**src/rtl/fps_pkg.sv**
```systemverilog
package fps_pkg;

  typedef enum logic [2:0] {
    ST_OFF, ST_IDLE, ST_ACTIVE, ST_MASK, ST_POLL, ST_RSTLOW, ST_RECOV
  } seqState_t;

  // control -> datapath strobes
  typedef struct packed {
    logic csLow;     // chip select currently low
    logic clrPhase;  // restart phase timer (state change)
    logic pollRun;   // ready/busy polling in progress
    logic errSet;    // timeout reached
    logic errClr;    // device reset starting
  } seqStrobe_t;

  // datapath -> control status
  typedef struct packed {
    logic readOk;
    logic writeOk;
    logic deselOk;
    logic pulseDone;
    logic recovDone;
    logic maskDone;
    logic timeoutHit;
  } seqStatus_t;

  // round-up conversion of a time in ns to clock cycles
  function automatic longint unsigned nsToCycles(longint unsigned ns, longint unsigned hz);
    return (ns * hz + 64'd999_999_999) / 64'd1_000_000_000;
  endfunction

endpackage

```
**src/rtl/fps_datapath.sv**
```systemverilog
module fps_datapath
  import fps_pkg::*;
#(
  parameter int READ_CYC  = 5000,
  parameter int WRITE_CYC = 2000000,
  parameter int DESEL_CYC = 5,
  parameter int RST_CYC   = 1000,
  parameter int REC_CYC   = 100,
  parameter int MASK_CYC  = 10,
  parameter int BUSY_W    = 32
) (
  input  logic              clk,
  input  logic              rstN,
  input  logic              pwrGood,
  input  logic              rdyBusy,
  input  logic [BUSY_W-1:0] busyLimit,
  input  seqStrobe_t        strb,
  output seqStatus_t        stat,
  output logic              busyErr
);

  localparam int UP_W   = $clog2(WRITE_CYC + 1);
  localparam int DS_W   = $clog2(DESEL_CYC + 1);
  localparam int PH_MAX = (RST_CYC > REC_CYC) ? ((RST_CYC > MASK_CYC) ? RST_CYC : MASK_CYC)
                                              : ((REC_CYC > MASK_CYC) ? REC_CYC : MASK_CYC);
  localparam int PH_W   = $clog2(PH_MAX + 1);

  localparam logic [UP_W-1:0] UP_TOP     = UP_W'(WRITE_CYC);
  localparam logic [UP_W-1:0] READ_MARK  = UP_W'(READ_CYC);
  localparam logic [DS_W-1:0] DS_TOP     = DS_W'(DESEL_CYC);
  localparam logic [PH_W-1:0] PH_TOP     = PH_W'(PH_MAX);
  localparam logic [PH_W-1:0] PULSE_LAST = PH_W'(RST_CYC - 1);
  localparam logic [PH_W-1:0] REC_LAST   = PH_W'(REC_CYC - 1);
  localparam logic [PH_W-1:0] MASK_LAST  = PH_W'(MASK_CYC - 1);

  logic [UP_W-1:0]   upCnt;
  logic [DS_W-1:0]   deselCnt;
  logic [PH_W-1:0]   phCnt;
  logic [BUSY_W-1:0] busyCnt;

  // edges since power-good rose, saturating at the write window
  always_ff @(posedge clk or negedge rstN) begin
    if (!rstN)                upCnt <= '0;
    else if (!pwrGood)        upCnt <= '0;
    else if (upCnt != UP_TOP) upCnt <= upCnt + UP_W'(1);
  end

  // edges since chip select rose; starts satisfied
  always_ff @(posedge clk or negedge rstN) begin
    if (!rstN)                    deselCnt <= DS_TOP;
    else if (!pwrGood)            deselCnt <= DS_TOP;
    else if (strb.csLow)          deselCnt <= '0;
    else if (deselCnt != DS_TOP)  deselCnt <= deselCnt + DS_W'(1);
  end

  // shared phase timer: reset pulse, recovery, busy mask
  always_ff @(posedge clk or negedge rstN) begin
    if (!rstN)                        phCnt <= '0;
    else if (!pwrGood || strb.clrPhase) phCnt <= '0;
    else if (phCnt != PH_TOP)         phCnt <= phCnt + PH_W'(1);
  end

  // consecutive busy samples while polling
  always_ff @(posedge clk or negedge rstN) begin
    if (!rstN)              busyCnt <= '0;
    else if (!strb.pollRun) busyCnt <= '0;
    else if (!rdyBusy)      busyCnt <= busyCnt + BUSY_W'(1);
  end

  always_ff @(posedge clk or negedge rstN) begin
    if (!rstN)                      busyErr <= 1'b0;
    else if (!pwrGood || strb.errClr) busyErr <= 1'b0;
    else if (strb.errSet)           busyErr <= 1'b1;
  end

  always_comb begin
    stat.readOk     = upCnt >= READ_MARK;
    stat.writeOk    = upCnt == UP_TOP;
    stat.deselOk    = deselCnt == DS_TOP;
    stat.pulseDone  = phCnt == PULSE_LAST;
    stat.recovDone  = phCnt == REC_LAST;
    stat.maskDone   = phCnt == MASK_LAST;
    stat.timeoutHit = strb.pollRun && !rdyBusy &&
                      (({1'b0, busyCnt} + (BUSY_W+1)'(1)) >= {1'b0, busyLimit});
  end

  // chip select never falls before the read window
  assert_read_window_R2: assert property (@(posedge clk) disable iff (!rstN)
    $rose(strb.csLow) |-> (upCnt >= READ_MARK));

  // chip select falls only after the deselect gap
  assert_desel_gap_R5: assert property (@(posedge clk) disable iff (!rstN)
    $rose(strb.csLow) |-> (deselCnt == DS_TOP));

  // the error appears only after a busy sample while polling
  assert_err_source_R8: assert property (@(posedge clk) disable iff (!rstN)
    $rose(busyErr) |-> $past(strb.pollRun && !rdyBusy));

  // power loss clears the windows and the error
  assert_off_clear_R9: assert property (@(posedge clk) disable iff (!rstN)
    !pwrGood |=> (upCnt == '0 && !busyErr));

endmodule

```
**src/rtl/fps_control.sv**
```systemverilog
module fps_control
  import fps_pkg::*;
(
  input  logic       clk,
  input  logic       rstN,
  input  logic       pwrGood,
  input  logic       reqValid,
  input  logic       reqWrite,
  input  logic       cmdDone,
  input  logic       rstReq,
  input  logic       rdyBusy,
  input  seqStatus_t stat,
  output seqStrobe_t strb,
  output logic       reqReady,
  output logic       cmdActive,
  output logic       flashCsN,
  output logic       flashRstN
);

  seqState_t state, nxt;
  logic      curWrite;
  logic      accept;

  assign reqReady = (state == ST_IDLE) && !rstReq && stat.readOk && stat.deselOk &&
                    (!reqWrite || stat.writeOk);
  assign accept   = reqValid && reqReady;

  always_comb begin
    nxt = state;
    unique case (state)
      ST_OFF:    nxt = ST_IDLE;
      ST_IDLE:   if (rstReq) nxt = ST_RSTLOW;
                 else if (accept) nxt = ST_ACTIVE;
      ST_ACTIVE: if (cmdDone) nxt = curWrite ? ST_MASK : ST_IDLE;
      ST_MASK:   if (stat.maskDone) nxt = ST_POLL;
      ST_POLL:   if (rdyBusy || stat.timeoutHit) nxt = ST_IDLE;
      ST_RSTLOW: if (stat.pulseDone) nxt = ST_RECOV;
      ST_RECOV:  if (stat.recovDone) nxt = ST_IDLE;
      default:   nxt = ST_OFF;
    endcase
    if (!pwrGood) nxt = ST_OFF;
  end

  always_ff @(posedge clk or negedge rstN) begin
    if (!rstN) begin
      state    <= ST_OFF;
      curWrite <= 1'b0;
    end else begin
      state <= nxt;
      if (state == ST_IDLE && accept && !rstReq) curWrite <= reqWrite;
    end
  end

  always_comb begin
    strb.csLow    = (state == ST_ACTIVE);
    strb.clrPhase = (nxt != state);
    strb.pollRun  = (state == ST_POLL);
    strb.errSet   = (state == ST_POLL) && !rdyBusy && stat.timeoutHit;
    strb.errClr   = (state == ST_IDLE) && (nxt == ST_RSTLOW);
  end

  assign cmdActive = (state == ST_ACTIVE);
  assign flashCsN  = !(state == ST_ACTIVE);
  assign flashRstN = !(state == ST_RSTLOW);

  // a write command starts only after the write window
  assert_write_window_R3: assert property (@(posedge clk) disable iff (!rstN)
    ($rose(cmdActive) && curWrite) |-> stat.writeOk);

  // every chip-select fall follows an accepted request
  assert_fresh_select_R4: assert property (@(posedge clk) disable iff (!rstN)
    $fell(flashCsN) |-> $past(reqValid && reqReady));

  // the reset pulse starts only on request
  assert_rst_on_request_R6: assert property (@(posedge clk) disable iff (!rstN)
    $fell(flashRstN) |-> $past(rstReq));

  // the mask window never completes the command directly
  assert_mask_no_finish_R7: assert property (@(posedge clk) disable iff (!rstN)
    (state == ST_MASK) |=> (state != ST_IDLE));

  // power loss forces the device pins inactive
  assert_off_pins_R9: assert property (@(posedge clk) disable iff (!rstN)
    !pwrGood |=> (flashCsN && flashRstN && !cmdActive));

endmodule

```
**src/rtl/flash_pu_seq.sv**
```systemverilog
module flash_pu_seq
  import fps_pkg::*;
#(
  parameter longint unsigned CLK_HZ        = 100_000_000,
  parameter longint unsigned READ_WAIT_NS  = 50_000,
  parameter longint unsigned WRITE_WAIT_NS = 20_000_000,
  parameter longint unsigned DESEL_NS      = 50,
  parameter longint unsigned RST_PULSE_NS  = 10_000,
  parameter longint unsigned RST_RECOV_NS  = 1_000,
  parameter longint unsigned BUSY_MASK_NS  = 100,
  parameter int              BUSY_W        = 32
) (
  input  logic              clk,
  input  logic              rstN,
  input  logic              pwrGood,
  input  logic              reqValid,
  input  logic              reqWrite,
  output logic              reqReady,
  output logic              cmdActive,
  input  logic              cmdDone,
  input  logic              rstReq,
  output logic              flashCsN,
  output logic              flashRstN,
  input  logic              rdyBusy,
  input  logic [BUSY_W-1:0] busyLimit,
  output logic              busyErr
);

  localparam int READ_CYC  = int'(nsToCycles(READ_WAIT_NS,  CLK_HZ));
  localparam int WRITE_CYC = int'(nsToCycles(WRITE_WAIT_NS, CLK_HZ));
  localparam int DESEL_CYC = int'(nsToCycles(DESEL_NS,      CLK_HZ));
  localparam int RST_CYC   = int'(nsToCycles(RST_PULSE_NS,  CLK_HZ));
  localparam int REC_CYC   = int'(nsToCycles(RST_RECOV_NS,  CLK_HZ));
  localparam int MASK_CYC  = int'(nsToCycles(BUSY_MASK_NS,  CLK_HZ));

  seqStrobe_t strb;
  seqStatus_t stat;

  fps_control u_control (
    .clk       (clk),
    .rstN      (rstN),
    .pwrGood   (pwrGood),
    .reqValid  (reqValid),
    .reqWrite  (reqWrite),
    .cmdDone   (cmdDone),
    .rstReq    (rstReq),
    .rdyBusy   (rdyBusy),
    .stat      (stat),
    .strb      (strb),
    .reqReady  (reqReady),
    .cmdActive (cmdActive),
    .flashCsN  (flashCsN),
    .flashRstN (flashRstN)
  );

  fps_datapath #(
    .READ_CYC  (READ_CYC),
    .WRITE_CYC (WRITE_CYC),
    .DESEL_CYC (DESEL_CYC),
    .RST_CYC   (RST_CYC),
    .REC_CYC   (REC_CYC),
    .MASK_CYC  (MASK_CYC),
    .BUSY_W    (BUSY_W)
  ) u_datapath (
    .clk       (clk),
    .rstN      (rstN),
    .pwrGood   (pwrGood),
    .rdyBusy   (rdyBusy),
    .busyLimit (busyLimit),
    .strb      (strb),
    .stat      (stat),
    .busyErr   (busyErr)
  );

endmodule

```
**config.mk**
```make
export PLATFORM = sky130hd
export DESIGN_NAME = flash_pu_seq
export DESIGN_NICKNAME = d
export VERILOG_FILES = /design/src/rtl/fps_pkg.sv /design/src/rtl/fps_datapath.sv /design/src/rtl/fps_control.sv /design/src/rtl/flash_pu_seq.sv
export SDC_FILE = /design/constraint.sdc
export NUM_CORES = 1
export LEC_CHECK = 0
export BUFFER_PORTS_ARGS = -buffer_cell sky130_fd_sc_hd__buf_2
export CAP_MARGIN = 20
export CORE_ASPECT_RATIO = 1.75
export CORE_UTILIZATION = 40
export CTS_BUF_LIST = sky130_fd_sc_hd__clkbuf_8
export CTS_CLUSTER_DIAMETER = 40
export CTS_CLUSTER_SIZE = 30
export DETAILED_ROUTE_END_ITERATION = 10
export HOLD_SLACK_MARGIN = 0.05
export SYNTH_ARGS = -nofsm -noshare
export SYNTH_HDL_FRONTEND = slang
export SYNTH_SLANG_ARGS = --single-unit
export TNS_END_PERCENT = 20
```
**constraint.sdc**
```tcl
create_clock -name clk -period 5.16 [get_ports clk]
set_clock_uncertainty 0.05 [all_clocks]
set_input_delay 0 -clock clk [delete_from_list [all_inputs] [get_ports clk]]
set_output_delay 0 -clock clk [all_outputs]
set_load 0.005 [all_outputs]
```
==> reports/metrics.csv <==
stage,metric,value,unit
run_status,run status,finished clean,
global_route,first-pass GRT wire length,20600,um
sta,worst hold slack,0.0990,ns
cells_and_area,ANT cells,0,
clocking,post-CTS setup buffers,0,
floorplanning,Starting Density,40.8,%
global_route,initial antenna violation count,0,
worst_setup_path,kind of critical path,reg2reg,
routing,DRC Markers,0,
place,post-detail-place hpwl,9030,um
global_route,pin count of the biggest net entering global routing,72,
sta,relative slew slack,36.5,%
worst_setup_path,crit-path leading delay family,simple AND/OR/NAND/NOR gates,
synthesis,syn avg cell area,8.65,um2
synthesis,"Top FF cell, synth",dfrtp_1,
sta,max-slew violations,0,
clocking,CTS Hold Bufs,3,
worst_setup_path,critical path endpoint category,flip-flop,
synthesis,share of the yosys chip area belonging to registers,33.8,%
synthesis,largest family of logic cells by synthesized area,simple AND/OR/NAND/NOR gates,
floorplanning,I/O Pins,45,
synthesis,Synth Net Count,688,
sta,Fin Setup TNS,0,ns
cells_and_area,area grow syn2layout,11.0,%
place,RePlAce Congestion,0.853,
synthesis,post-synthesis compound-gate area fraction,8.36,%
flow_run,max-cap violations,0,
sta,Final Cycle Share,82.4,%
worst_setup_path,R2R setup slack,0.91,ns
worst_setup_path,Crit Path Max Fanout,10,
sta,FMAX,0.235,GHz
power,Pwr Density,207,nW/um2
routing,DR vias,4344,
global_route,number of global-route vias before repair,4443,
worst_setup_path,critical path data arrival time,4.40,ns
synthesis,Synth Area in Simple Gates,27.2,%
cells_and_area,share of layout cells above drive strength 1,12.4,%
global_route,GRT Overall Usage,19.2,%
routing,WL/cell,14.4,um
routing,Via density,5.28,
sta,Fin. Hold Viols,0,
synthesis,post-synthesis adder-cell area fraction,9.52,%
min_path,Hold/Removal Path Class,in2reg,
synthesis,Mapped Cells,608,
worst_setup_path,max incr delay on CP,0.50,ns
floorplanning,Die Width,88.7,um
routing,Starting DRT DRC Count,147,
routing,post-route ant nets,0,
clocking,clk_lat worst skew,0.35,ns
worst_setup_path,required time worst endpoint,5.31,ns
clocking,CTS resizes,0,
sta,unrepaired setup endpoints after global routing,no,
synthesis,number of synthesized flops with an enable pin,0,
worst_setup_path,startpoint types,flip-flop,
sta,# setup viols final,0,
routing,Routed WL,11900,um
clocking,CTS buffer count,9,
routing,Pre-antenna DRT Iters,5,
clocking,Root Buffer,clkbuf_8,
sta,Worst Tran Pin Value,0.944,ns
floorplanning,full die area,13600,um2
clocking,CTS Buffer Depth,2,
floorplanning,Die Ht,154,um
clocking,CTS tree,done,
synthesis,Post-Synth XOR/XNOR Area,14.3,%
global_route,GRT overflow,0,
floorplanning,core area,12900,um2
worst_setup_path,cell mode on critical path,nand4_1,
worst_setup_path,crit path buf inv count,0,
synthesis,Post-Syn Area,5260,um2
power,Max VDD drop,0.000133,V
cells_and_area,Post-layout nets,727,
floorplanning,# rows,55,
synthesis,Post-synth ARST share,100,%
sta,final period demand of the worst path,4.25,ns
power,Pleak,2.70,nW
clocking,Num Clock Sinks,71,
clocking,Max H-tree Level,3,
clocking,clk slew on worst S/H paths,0.08,ns
place,number of I/O port buffers,44,
synthesis,post-synthesis cell type count,59,
synthesis,synth warn,0,
synthesis,post-synthesis register bit count,71,
synthesis,multiplexer share of the synthesized area,0.976,%
worst_setup_path,"Critical Path, Cell by Cell","nand4_1, nor4_4, nand4_2, or2_2, xnor2_1, ha_1, nand4_1, or4_1, o31a_1, o211ai_1, a22oi_1, a211oi_4, nor3_1",
worst_setup_path,Worst path slowest cell,nor4_4,
[flip-flops by register name (all words and copies together) (netlist names)]
| register | flops |
|---|---|
| u_datapath.deselCnt | 3 |
| u_datapath.busyCnt | 32 |
| u_datapath.phCnt | 10 |
| u_control.curWrite | 1 |
| u_datapath.upCnt | 21 |
| u_datapath.busyErr | 1 |
| u_control.state | 3 |
[cell families after synthesis]
group	count (synthesis)
muxes	5
and+or+nand+nor	272
xor gates and xnor gates	86
AOI/OAI and AO/OA	61
buffers and inverters	73
adders and majority gates	40
DFF	71
[cells in the mapped netlist, drive strengths merged, types with 8 or more instances]
cell	number	area, um2
a21oi	17	85.1
and3	8	51.3
buf	11	71.3
clkbuf	10	38.8
dfrtp	69	1730
ha	40	500
inv	52	195
nand2	39	146
nand3	37	185
nand4	22	144
nor2	86	323
nor3	30	150
nor4	9	108
o21ai	14	81.3
xnor2	49	429
xor2	37	324
[power breakdown]
group / switching, mW / total (mW) / internal (mW) / leakage (nW)
logic: 0.0865 / 0.144 / 0.0572 / 1.61
clock network: 0.216 / 0.476 / 0.260 / 0.114
registers: 0.0166 / 0.590 / 0.574 / 0.978
[layer usage]
| metal | global-route usage, % | share of wire, % | vias to the layer above |
|---|---|---|---|
| met5 | 0 | 0 | - |
| met4 | 8.53 | 2.9 | 0 |
| met3 | 2.58 | 2.7 | 22 |
| met2 | 33.8 | 53 | 94 |
| met1 | 22.6 | 41 | 2066 |
| li1 | - | - | 2162 |
[tightest hold or removal path: cells and delay by family]
family / cells / cell delay [ns]
buffers and inverters: 1 / 0.10
AO/OA/AOI/OAI: 1 / 0.14
AND/OR/NAND/NOR: 1 / 0.08
multiplexers: 1 / 0.14
[layout make-up]
| cell class | instances | area (um2) |
|---|---|---|
| Clock inverter | 4 | 43.8 |
| Timing Repair Buffer | 49 | 265 |
| Fill cell | 1266 | 7030 |
| Multi-Input combinational cell | 464 | 3170 |
| Sequential cell | 71 | 1780 |
| Clock buffer | 12 | 165 |
| Inverter | 52 | 195 |
| Tap cell | 171 | 214 |
[final timing paths]
| path | from | cells past startpoint | to |
|---|---|---|---|
| max | u_datapath.busyCnt[8] | 13 | u_datapath.phCnt[2] |
| min | reqValid | 4 | u_control.curWrite |
| max reg2reg | u_datapath.busyCnt[8] | 13 | u_datapath.phCnt[2] |
| min reg2reg | u_datapath.busyErr | 1 | u_datapath.busyErr |
| max in group asynchronous | rstN | 3 | u_datapath.phCnt[7] |
| min in group asynchronous | rstN | 3 | u_datapath.upCnt[1] |
[cells in the final DEF, fill, tap and decap left out, types with 4 or more instances in the layout]
cell      count
nand2_1      39
and2_1        4
nand3_1      37
a21oi_1      17
mux2i_1       4
nor4_1        5
or2_2         4
nand3b_1      5
clkbuf_8     12
nand4_1      21
o21ai_0      13
xnor2_1      49
or3_1         6
dfrtp_1      69
and4_1        5
nor3_1       30
and3_1        7
ha_1         40
nor2_1       86
a21o_1        5
inv_1        53
xor2_1       37
buf_2        44
[metrics by stage]
step           util (%)  total power [mW]  setup slack (ns)  area, um2  instances
2_1_floorplan         -             0.691              1.50       5260        608
3_3_place_gp       43.5             0.739             0.994       5600        804
3_5_place_dp       43.5             0.746             0.895       5600        804
4_1_cts            45.3              1.23             0.867       5830        823
5_1_grt            45.3              1.28             0.539       5830        823
6_report           45.3              1.21             0.909       5830        823
Power figures use the tool's default switching activity.
